File: config.mk
export PLATFORM = sky130hd
export DESIGN_NAME = blk_dispatcher
export DESIGN_NICKNAME = d
export VERILOG_FILES = /design/src/rtl/blk_disp_pkg.sv /design/src/rtl/blk_free_pick.sv /design/src/rtl/blk_order_fifo.sv /design/src/rtl/blk_in_router.sv /design/src/rtl/blk_out_merge.sv /design/src/rtl/blk_dispatcher.sv
export SDC_FILE = /design/constraint.sdc
export NUM_CORES = 1
export LEC_CHECK = 0
export ABC_AREA = 1
export BUFFER_PORTS_ARGS = -buffer_cell sky130_fd_sc_hd__buf_4
export CAP_MARGIN = 20
export CORE_MARGIN = 2
export CORE_UTILIZATION = 37
export CTS_BUF_LIST = sky130_fd_sc_hd__clkbuf_4
export CTS_CLUSTER_SIZE = 14
export DETAILED_ROUTE_END_ITERATION = 10
export PLACE_DENSITY = 0.63
export SETUP_SLACK_MARGIN = 0.15
export SLEW_MARGIN = 20
export SYNTH_ARGS = -nofsm -noshare
export SYNTH_HDL_FRONTEND = slang
export SYNTH_HIERARCHICAL = 1
export SYNTH_SLANG_ARGS = --single-unit
File: constraint.sdc
create_clock -name clk -period 9 [get_ports clk]
set_clock_uncertainty 0.15 [all_clocks]
set_input_delay 0.45 -clock clk [delete_from_list [all_inputs] [get_ports clk]]
set_output_delay 0.45 -clock clk [all_outputs]
set_load 0.02 [all_outputs]
File: src/rtl/blk_disp_pkg.sv
package blk_disp_pkg;
  localparam int BYTE_W    = 8;
  localparam int BLK_BYTES = 16;
  localparam int BEAT_W    = $clog2(BLK_BYTES);
  typedef logic [BYTE_W-1:0] byte_t;
  typedef logic [BEAT_W-1:0] beat_t;
endpackage

File: src/rtl/blk_free_pick.sv
// Lowest-index selection among free cores.
module blk_free_pick #(
  parameter int N  = 11,
  parameter int IW = 4
) (
  input  logic [N-1:0]  free_i,
  output logic          any_o,
  output logic [IW-1:0] idx_o
);
  always_comb begin
    any_o = |free_i;
    idx_o = '0;
    for (int i = N - 1; i >= 0; i--) begin
      if (free_i[i]) idx_o = IW'(i);
    end
  end
endmodule

File: src/rtl/blk_order_fifo.sv
// Records the core index of each dispatched block, in dispatch order.
module blk_order_fifo #(
  parameter int DEPTH = 11,
  parameter int W     = 4
) (
  input  logic         clk,
  input  logic         rst,
  input  logic         push_i,
  input  logic [W-1:0] data_i,
  input  logic         pop_i,
  output logic [W-1:0] data_o,
  output logic         empty_o,
  output logic         full_o
);
  localparam int AW = (DEPTH > 1) ? $clog2(DEPTH) : 1;
  localparam int CW = $clog2(DEPTH + 1);
  localparam logic [AW-1:0] LAST = AW'(DEPTH - 1);

  logic [W-1:0]  mem [DEPTH];
  logic [AW-1:0] wr_q, rd_q;
  logic [CW-1:0] cnt_q;

  assign empty_o = (cnt_q == '0);
  assign full_o  = (cnt_q == CW'(DEPTH));
  assign data_o  = mem[rd_q];

  always_ff @(posedge clk) begin
    if (rst) begin
      wr_q  <= '0;
      rd_q  <= '0;
      cnt_q <= '0;
    end else begin
      if (push_i) begin
        mem[wr_q] <= data_i;
        wr_q      <= (wr_q == LAST) ? '0 : wr_q + AW'(1);
      end
      if (pop_i) rd_q <= (rd_q == LAST) ? '0 : rd_q + AW'(1);
      case ({push_i, pop_i})
        2'b10:   cnt_q <= cnt_q + CW'(1);
        2'b01:   cnt_q <= cnt_q - CW'(1);
        default: cnt_q <= cnt_q;
      endcase
    end
  end

  p_no_overflow_r4: assert property (@(posedge clk) disable iff (rst)
    push_i |-> (!full_o || pop_i));
  p_no_underflow_r4: assert property (@(posedge clk) disable iff (rst)
    pop_i |-> !empty_o);
endmodule

File: src/rtl/blk_in_router.sv
// Accepts upstream bytes and steers each block to one core.
module blk_in_router
  import blk_disp_pkg::*;
#(
  parameter int N  = 11,
  parameter int IW = 4
) (
  input  logic          clk,
  input  logic          rst,
  input  logic          in_valid_i,
  input  byte_t         in_data_i,
  output logic          in_ready_o,
  input  logic [N-1:0]  busy_i,
  output logic [N-1:0]  core_vld_o,
  output byte_t         core_data_o,
  output logic          start_o,
  output logic [IW-1:0] start_idx_o
);
  localparam beat_t LAST_BEAT = BEAT_W'(BLK_BYTES - 1);

  logic          mid_q;
  beat_t         beat_q;
  logic [IW-1:0] held_q;
  logic          any_free;
  logic [IW-1:0] pick;
  logic [IW-1:0] sel;
  logic          acc;

  blk_free_pick #(.N(N), .IW(IW)) u_pick (
    .free_i (~busy_i),
    .any_o  (any_free),
    .idx_o  (pick)
  );

  assign in_ready_o  = mid_q | any_free;
  assign acc         = in_valid_i & in_ready_o;
  assign start_o     = acc & ~mid_q;
  assign start_idx_o = pick;
  assign sel         = mid_q ? held_q : pick;
  assign core_data_o = in_data_i;

  for (genvar g = 0; g < N; g++) begin : g_vld
    assign core_vld_o[g] = acc && (sel == IW'(g));
  end

  always_ff @(posedge clk) begin
    if (rst) begin
      mid_q  <= 1'b0;
      beat_q <= '0;
      held_q <= '0;
    end else if (acc) begin
      if (start_o) held_q <= pick;
      if (beat_q == LAST_BEAT) begin
        mid_q  <= 1'b0;
        beat_q <= '0;
      end else begin
        mid_q  <= 1'b1;
        beat_q <= beat_q + BEAT_W'(1);
      end
    end
  end

  // Back-to-back strobes inside a block stay on one core (blocks are gap-separated).
  p_same_core_r1: assert property (@(posedge clk) disable iff (rst)
    ((core_vld_o != '0) && $past(core_vld_o != '0)) |-> (core_vld_o == $past(core_vld_o)));
  p_mid_ready_r9: assert property (@(posedge clk) disable iff (rst)
    (acc && !start_o && beat_q != LAST_BEAT) |=> in_ready_o);
endmodule

File: src/rtl/blk_out_merge.sv
// Forwards the result of the core whose block is due next.
module blk_out_merge
  import blk_disp_pkg::*;
#(
  parameter int N  = 11,
  parameter int IW = 4
) (
  input  logic                clk,
  input  logic                rst,
  input  logic [N-1:0]        core_vld_i,
  input  logic [N*BYTE_W-1:0] core_data_i,
  input  logic [IW-1:0]       head_i,
  input  logic                head_ok_i,
  output logic                out_valid_o,
  output byte_t               out_data_o,
  output logic                done_o
);
  localparam beat_t LAST_BEAT = BEAT_W'(BLK_BYTES - 1);

  logic  head_vld;
  beat_t beat_q;

  assign head_vld = head_ok_i & core_vld_i[head_i];
  assign done_o   = head_vld && (beat_q == LAST_BEAT);

  always_ff @(posedge clk) begin
    if (rst) begin
      beat_q      <= '0;
      out_valid_o <= 1'b0;
      out_data_o  <= '0;
    end else begin
      out_valid_o <= head_vld;
      out_data_o  <= core_data_i[head_i*BYTE_W +: BYTE_W];
      if (head_vld) beat_q <= (beat_q == LAST_BEAT) ? '0 : beat_q + BEAT_W'(1);
    end
  end

  p_out_follows_r5: assert property (@(posedge clk) disable iff (rst)
    head_vld |=> out_valid_o);
  p_idle_follows_r5: assert property (@(posedge clk) disable iff (rst)
    !head_vld |=> !out_valid_o);
endmodule

File: src/rtl/blk_dispatcher.sv
module blk_dispatcher
  import blk_disp_pkg::*;
#(
  parameter int NCORES = 11
) (
  input  logic                     clk,
  input  logic                     rst,
  input  logic                     in_valid,
  input  logic [7:0]               in_data,
  output logic                     in_ready,
  output logic [NCORES-1:0]        core_in_valid,
  output logic [7:0]               core_in_data,
  input  logic [NCORES-1:0]        core_out_valid,
  input  logic [NCORES*8-1:0]      core_out_data,
  output logic                     out_valid,
  output logic [7:0]               out_data
);
  localparam int IW = (NCORES > 1) ? $clog2(NCORES) : 1;

  logic [NCORES-1:0] busy_q, set_m, clr_m;
  logic              start, done, empty, full;
  logic [IW-1:0]     start_idx, head_idx;

  blk_in_router #(.N(NCORES), .IW(IW)) u_in (
    .clk         (clk),
    .rst         (rst),
    .in_valid_i  (in_valid),
    .in_data_i   (in_data),
    .in_ready_o  (in_ready),
    .busy_i      (busy_q),
    .core_vld_o  (core_in_valid),
    .core_data_o (core_in_data),
    .start_o     (start),
    .start_idx_o (start_idx)
  );

  blk_order_fifo #(.DEPTH(NCORES), .W(IW)) u_order (
    .clk     (clk),
    .rst     (rst),
    .push_i  (start),
    .data_i  (start_idx),
    .pop_i   (done),
    .data_o  (head_idx),
    .empty_o (empty),
    .full_o  (full)
  );

  blk_out_merge #(.N(NCORES), .IW(IW)) u_out (
    .clk         (clk),
    .rst         (rst),
    .core_vld_i  (core_out_valid),
    .core_data_i (core_out_data),
    .head_i      (head_idx),
    .head_ok_i   (!empty),
    .out_valid_o (out_valid),
    .out_data_o  (out_data),
    .done_o      (done)
  );

  for (genvar g = 0; g < NCORES; g++) begin : g_busy
    assign set_m[g] = start && (start_idx == IW'(g));
    assign clr_m[g] = done && (head_idx == IW'(g));
  end

  always_ff @(posedge clk) begin
    if (rst) busy_q <= '0;
    else     busy_q <= (busy_q | set_m) & ~clr_m;
  end

  p_ready_r7: assert property (@(posedge clk) disable iff (rst)
    !in_ready |-> (&busy_q));
  p_dispatch_free_r3: assert property (@(posedge clk) disable iff (rst)
    start |-> ((core_in_valid & busy_q) == '0));
  p_lowest_r2: assert property (@(posedge clk) disable iff (rst)
    start |-> (((core_in_valid - NCORES'(1)) & ~busy_q) == '0));
  p_busy_keep_r3: assert property (@(posedge clk) disable iff (rst)
    !done |=> (($past(busy_q) & ~busy_q) == '0));
  p_busy_set_r3: assert property (@(posedge clk) disable iff (rst)
    start |=> ((busy_q & $past(core_in_valid)) == $past(core_in_valid)));
endmodule

==> metrics list <==
- The run finished with clean final reports.
- Synthesized instance count: 716
* Number of standard cells in the layout, taps in and fillers out: 1006
- Chip Width: 124 microns
* Final Total Pwr: 0.822 mW
- Row generation in the floorplan step produced 43 rows.
* CTS clock-pin slew for the worst setup and hold paths: 0.14 ns
- Worst-Margin Slew: 1.04 ns
- After routing, the total negative slack on setup checks comes to 0 ns.
- Clock net sink count: 93
- Total grt overflow: 0
* Number of optimization iterations in the first detailed-route pass: 5
- The floorplan step defined a die boundary enclosing 15400 sq um.
* Number of global-route vias before repair: 4456
- STA puts the critical path data required time at 9.21 ns.
- Final setup viols: 0
- Max cap viols: 0
* Drc violations: 0
* Worst Setup Path Type: reg2reg
- The largest individual stage delay along the critical path comes from the cell sky130_fd_sc_hd__dfxtp_1.
- RSZ-0062 raised after global routing: false
- In this run the standard cell core region covers 14000 sq um.
- All-layer global routing usage: 0.181
* Relative slew margins: 0.302
* Peak Freq: 186 MHz
* Share of layout cells above drive strength 1: 0.225
- Walking the worst path, the cells encountered are inv_2 -> o21ai_0 -> o211ai_1 -> nand3_1 -> nand2_1 -> inv_2 -> o21ai_0 -> o21ai_1 -> nand2_1 -> nand2_2 -> nand2_2 -> nor2_1 -> ha_1 -> nand2_1 -> inv_2 -> nor2_2 -> ha_1 -> a21oi_1 -> xnor2_1 -> o21ai_1 -> inv_1.
- The mapped netlist covers 5350 sq um.
- The worst setup path is launched from a flip-flop.
- Subtracting the final worst setup slack from the clock period gives 5.38 ns.
- In this run the vertical extent of the chip is 124 microns.
* Hold/Removal Path Class: in2reg
* Area after DPL: 6260 sq um
- The final route contains 5015 vias.
* Antenna diodes: 0
- Detailed Route WL: 14.5 mm
- In the routed layout, each cell is associated on average with a via count of 4.99.
* Number of fill cells: 1426
* Half-perimeter wire length after placement: 10.8 mm
- Entering global routing, the biggest net connects 55 pins.
* Design Area, Final: 6410 sq um
- Data arrival, critical path: 5.59 ns
- The critical path contains buffers and inverters numbering 4 combined.
- Final Wtd Congestion: 0.814
- Endpoint type of the worst setup path: flip-flop
- Clock tree from TritonCTS: yes
- Top-Level Pins: 139
* Clock insertion delay at the later pin of the skew report: 0.46 ns
* First-pass GRT wire length: 21.5 mm
- Summing all flip-flop and latch instances after layout gives 2300 sq um.
- Fin worst setup slack: 3.62 ns
- WHS: 0.155 ns
- PortBufs: 122
- In the final layout, the multi-input gates occupy 2420 sq um.
- Largest buffer count on any clock path: 2
- Wirelength per Cell: 14.4 microns
- Post-Place Worst Slack: 3.67 ns
* Post-Route Utilization: 0.459
* Number of pins with negative max-slew slack in the final report: 0
- Largest driver fanout on the critical path: 34
- Power spread over the standard cell area amounts to 128 nW/um^2.
- Initial Utilization: 0.382
- Post-CTS repair changed the size of 0 cells.
- Antenna violations before repair: 0
- The number of failing hold endpoints at the final stage is 0.
* Root Driver: sky130_fd_sc_hd__clkbuf_4
- After clock tree synthesis, the flow added hold-fix buffers numbering 0.
- Largest stage delay on the critical path: 0.81 ns
* CP delay by family, top: simple AND/OR/NAND/NOR gates
* Area growth syn-to-layout: 20.0%
- Placed instance count: 990
* Mean area per synthesized cell: 7.47 sq um
- Buffers inserted by post-CTS timing repair: 0
* Final-stage net count: 936
* Total clock buffers created by CTS: 9
- Share of the clock period used by the worst path after layout: 0.598
- During synthesis, Yosys emitted a total of 6 warnings.
- Leakage power of the design: 2.81 nW
- Number of violations reported at the end of detailed-routing iteration 0: 341
* Number of routed nets with antenna violations: 0
- The worst-case IR drop observed on VDD is 73.3 uV.
- Number of levels in the clock H-tree: 3
- The number of nets in the synthesized netlist is 831.
[flip-flops by register name, summed over array words and instances, names as in the netlist, named ones only]
| name | flops |
|---|---|
| u_order/mem | 44 |
| busy_q | 11 |
| u_out/out_data_o | 8 |
| u_in/beat_q | 4 |
| u_in/held_q | 4 |
| u_order/cnt_q | 4 |
| u_order/rd_q | 4 |
| u_order/wr_q | 4 |
| u_out/beat_q | 4 |
| u_in/mid_q | 1 |
| u_out/out_valid_o | 1 |
[final timing paths]
check                  startpoint                             to  slack [ns]  cells after the start
min reg2reg  busy_q[7]$_SDFF_PP0_           busy_q[7]$_SDFF_PP0_        0.35                      2
max reg2reg             flip-flop  u_order/cnt_q[2]$_SDFFE_PP0P_        3.62                     21
min                      in_valid        u_in/mid_q$_SDFFE_PP0P_        0.16                      4
max                     flip-flop  u_order/cnt_q[2]$_SDFFE_PP0P_        3.62                     21
[cell type report]
type / count / share of cell area
inverters: 94 / 0.0562
multi-input cells: 496 / 0.378
flip-flops and latches: 93 / 0.359
clock inverters: 7 / 0.0129
repair buffers: 127 / 0.149
well taps: 180 / 0.0351
clock buffers: 9 / 0.0105
[routing by layer]
metal	wire, microns	track usage	share of wire
met3	1310	0.0375	0.091
met5	0	0	0
met1	6140	0.228	0.43
met2	6710	0.308	0.46
met4	290	0.0611	0.020
[worst register-to-register path, stage by stage (launching register included)]
cell and delay (ns):
sky130_fd_sc_hd__dfxtp_1 0.81, sky130_fd_sc_hd__inv_2 0.28, sky130_fd_sc_hd__o21ai_0 0.22, sky130_fd_sc_hd__o211ai_1 0.10, sky130_fd_sc_hd__nand3_1 0.09, sky130_fd_sc_hd__nand2_1 0.60, sky130_fd_sc_hd__inv_2 0.59, sky130_fd_sc_hd__o21ai_0 0.17
sky130_fd_sc_hd__o21ai_1 0.15, sky130_fd_sc_hd__nand2_1 0.07, sky130_fd_sc_hd__nand2_2 0.14, sky130_fd_sc_hd__nand2_2 0.10, sky130_fd_sc_hd__nor2_1 0.71, sky130_fd_sc_hd__ha_1 0.36, sky130_fd_sc_hd__nand2_1 0.08, sky130_fd_sc_hd__inv_2 0.06
sky130_fd_sc_hd__nor2_2 0.04, sky130_fd_sc_hd__ha_1 0.19, sky130_fd_sc_hd__a21oi_1 0.14, sky130_fd_sc_hd__xnor2_1 0.09, sky130_fd_sc_hd__o21ai_1 0.11, sky130_fd_sc_hd__inv_1 0.04
[where the power goes]
part	total [mW]	internal, mW	leakage [nW]	switching (mW)
sequential	0.458	0.451	0.827	0.00724
clock	0.241	0.0895	0.0803	0.151
combinational	0.124	0.0571	1.90	0.0665
total	0.822	0.597	2.81	0.225
[cells in the final DEF (no fill, tap or decap), types with 3 or more instances in the layout]
| cell | count |
|---|---|
| sky130_fd_sc_hd__dfxtp_1 | 49 |
| sky130_fd_sc_hd__xor2_1 | 3 |
| sky130_fd_sc_hd__ha_1 | 5 |
| sky130_fd_sc_hd__clkbuf_4 | 9 |
| sky130_fd_sc_hd__buf_4 | 127 |
| sky130_fd_sc_hd__edfxtp_1 | 44 |
| sky130_fd_sc_hd__nand2_2 | 5 |
| sky130_fd_sc_hd__nor2_1 | 139 |
| sky130_fd_sc_hd__a21oi_1 | 26 |
| sky130_fd_sc_hd__a21oi_2 | 3 |
| sky130_fd_sc_hd__o211ai_1 | 14 |
| sky130_fd_sc_hd__inv_8 | 3 |
| sky130_fd_sc_hd__inv_2 | 11 |
| sky130_fd_sc_hd__nand3b_1 | 3 |
| sky130_fd_sc_hd__o21ai_1 | 11 |
| sky130_fd_sc_hd__nand3_1 | 58 |
| sky130_fd_sc_hd__inv_1 | 81 |
| sky130_fd_sc_hd__o221ai_1 | 13 |
| sky130_fd_sc_hd__a31oi_1 | 3 |
| sky130_fd_sc_hd__nand2_1 | 115 |
| sky130_fd_sc_hd__o21ai_0 | 65 |
| sky130_fd_sc_hd__nor2_2 | 8 |
| sky130_fd_sc_hd__o21ai_2 | 6 |
Power figures use the tool's default switching activity.
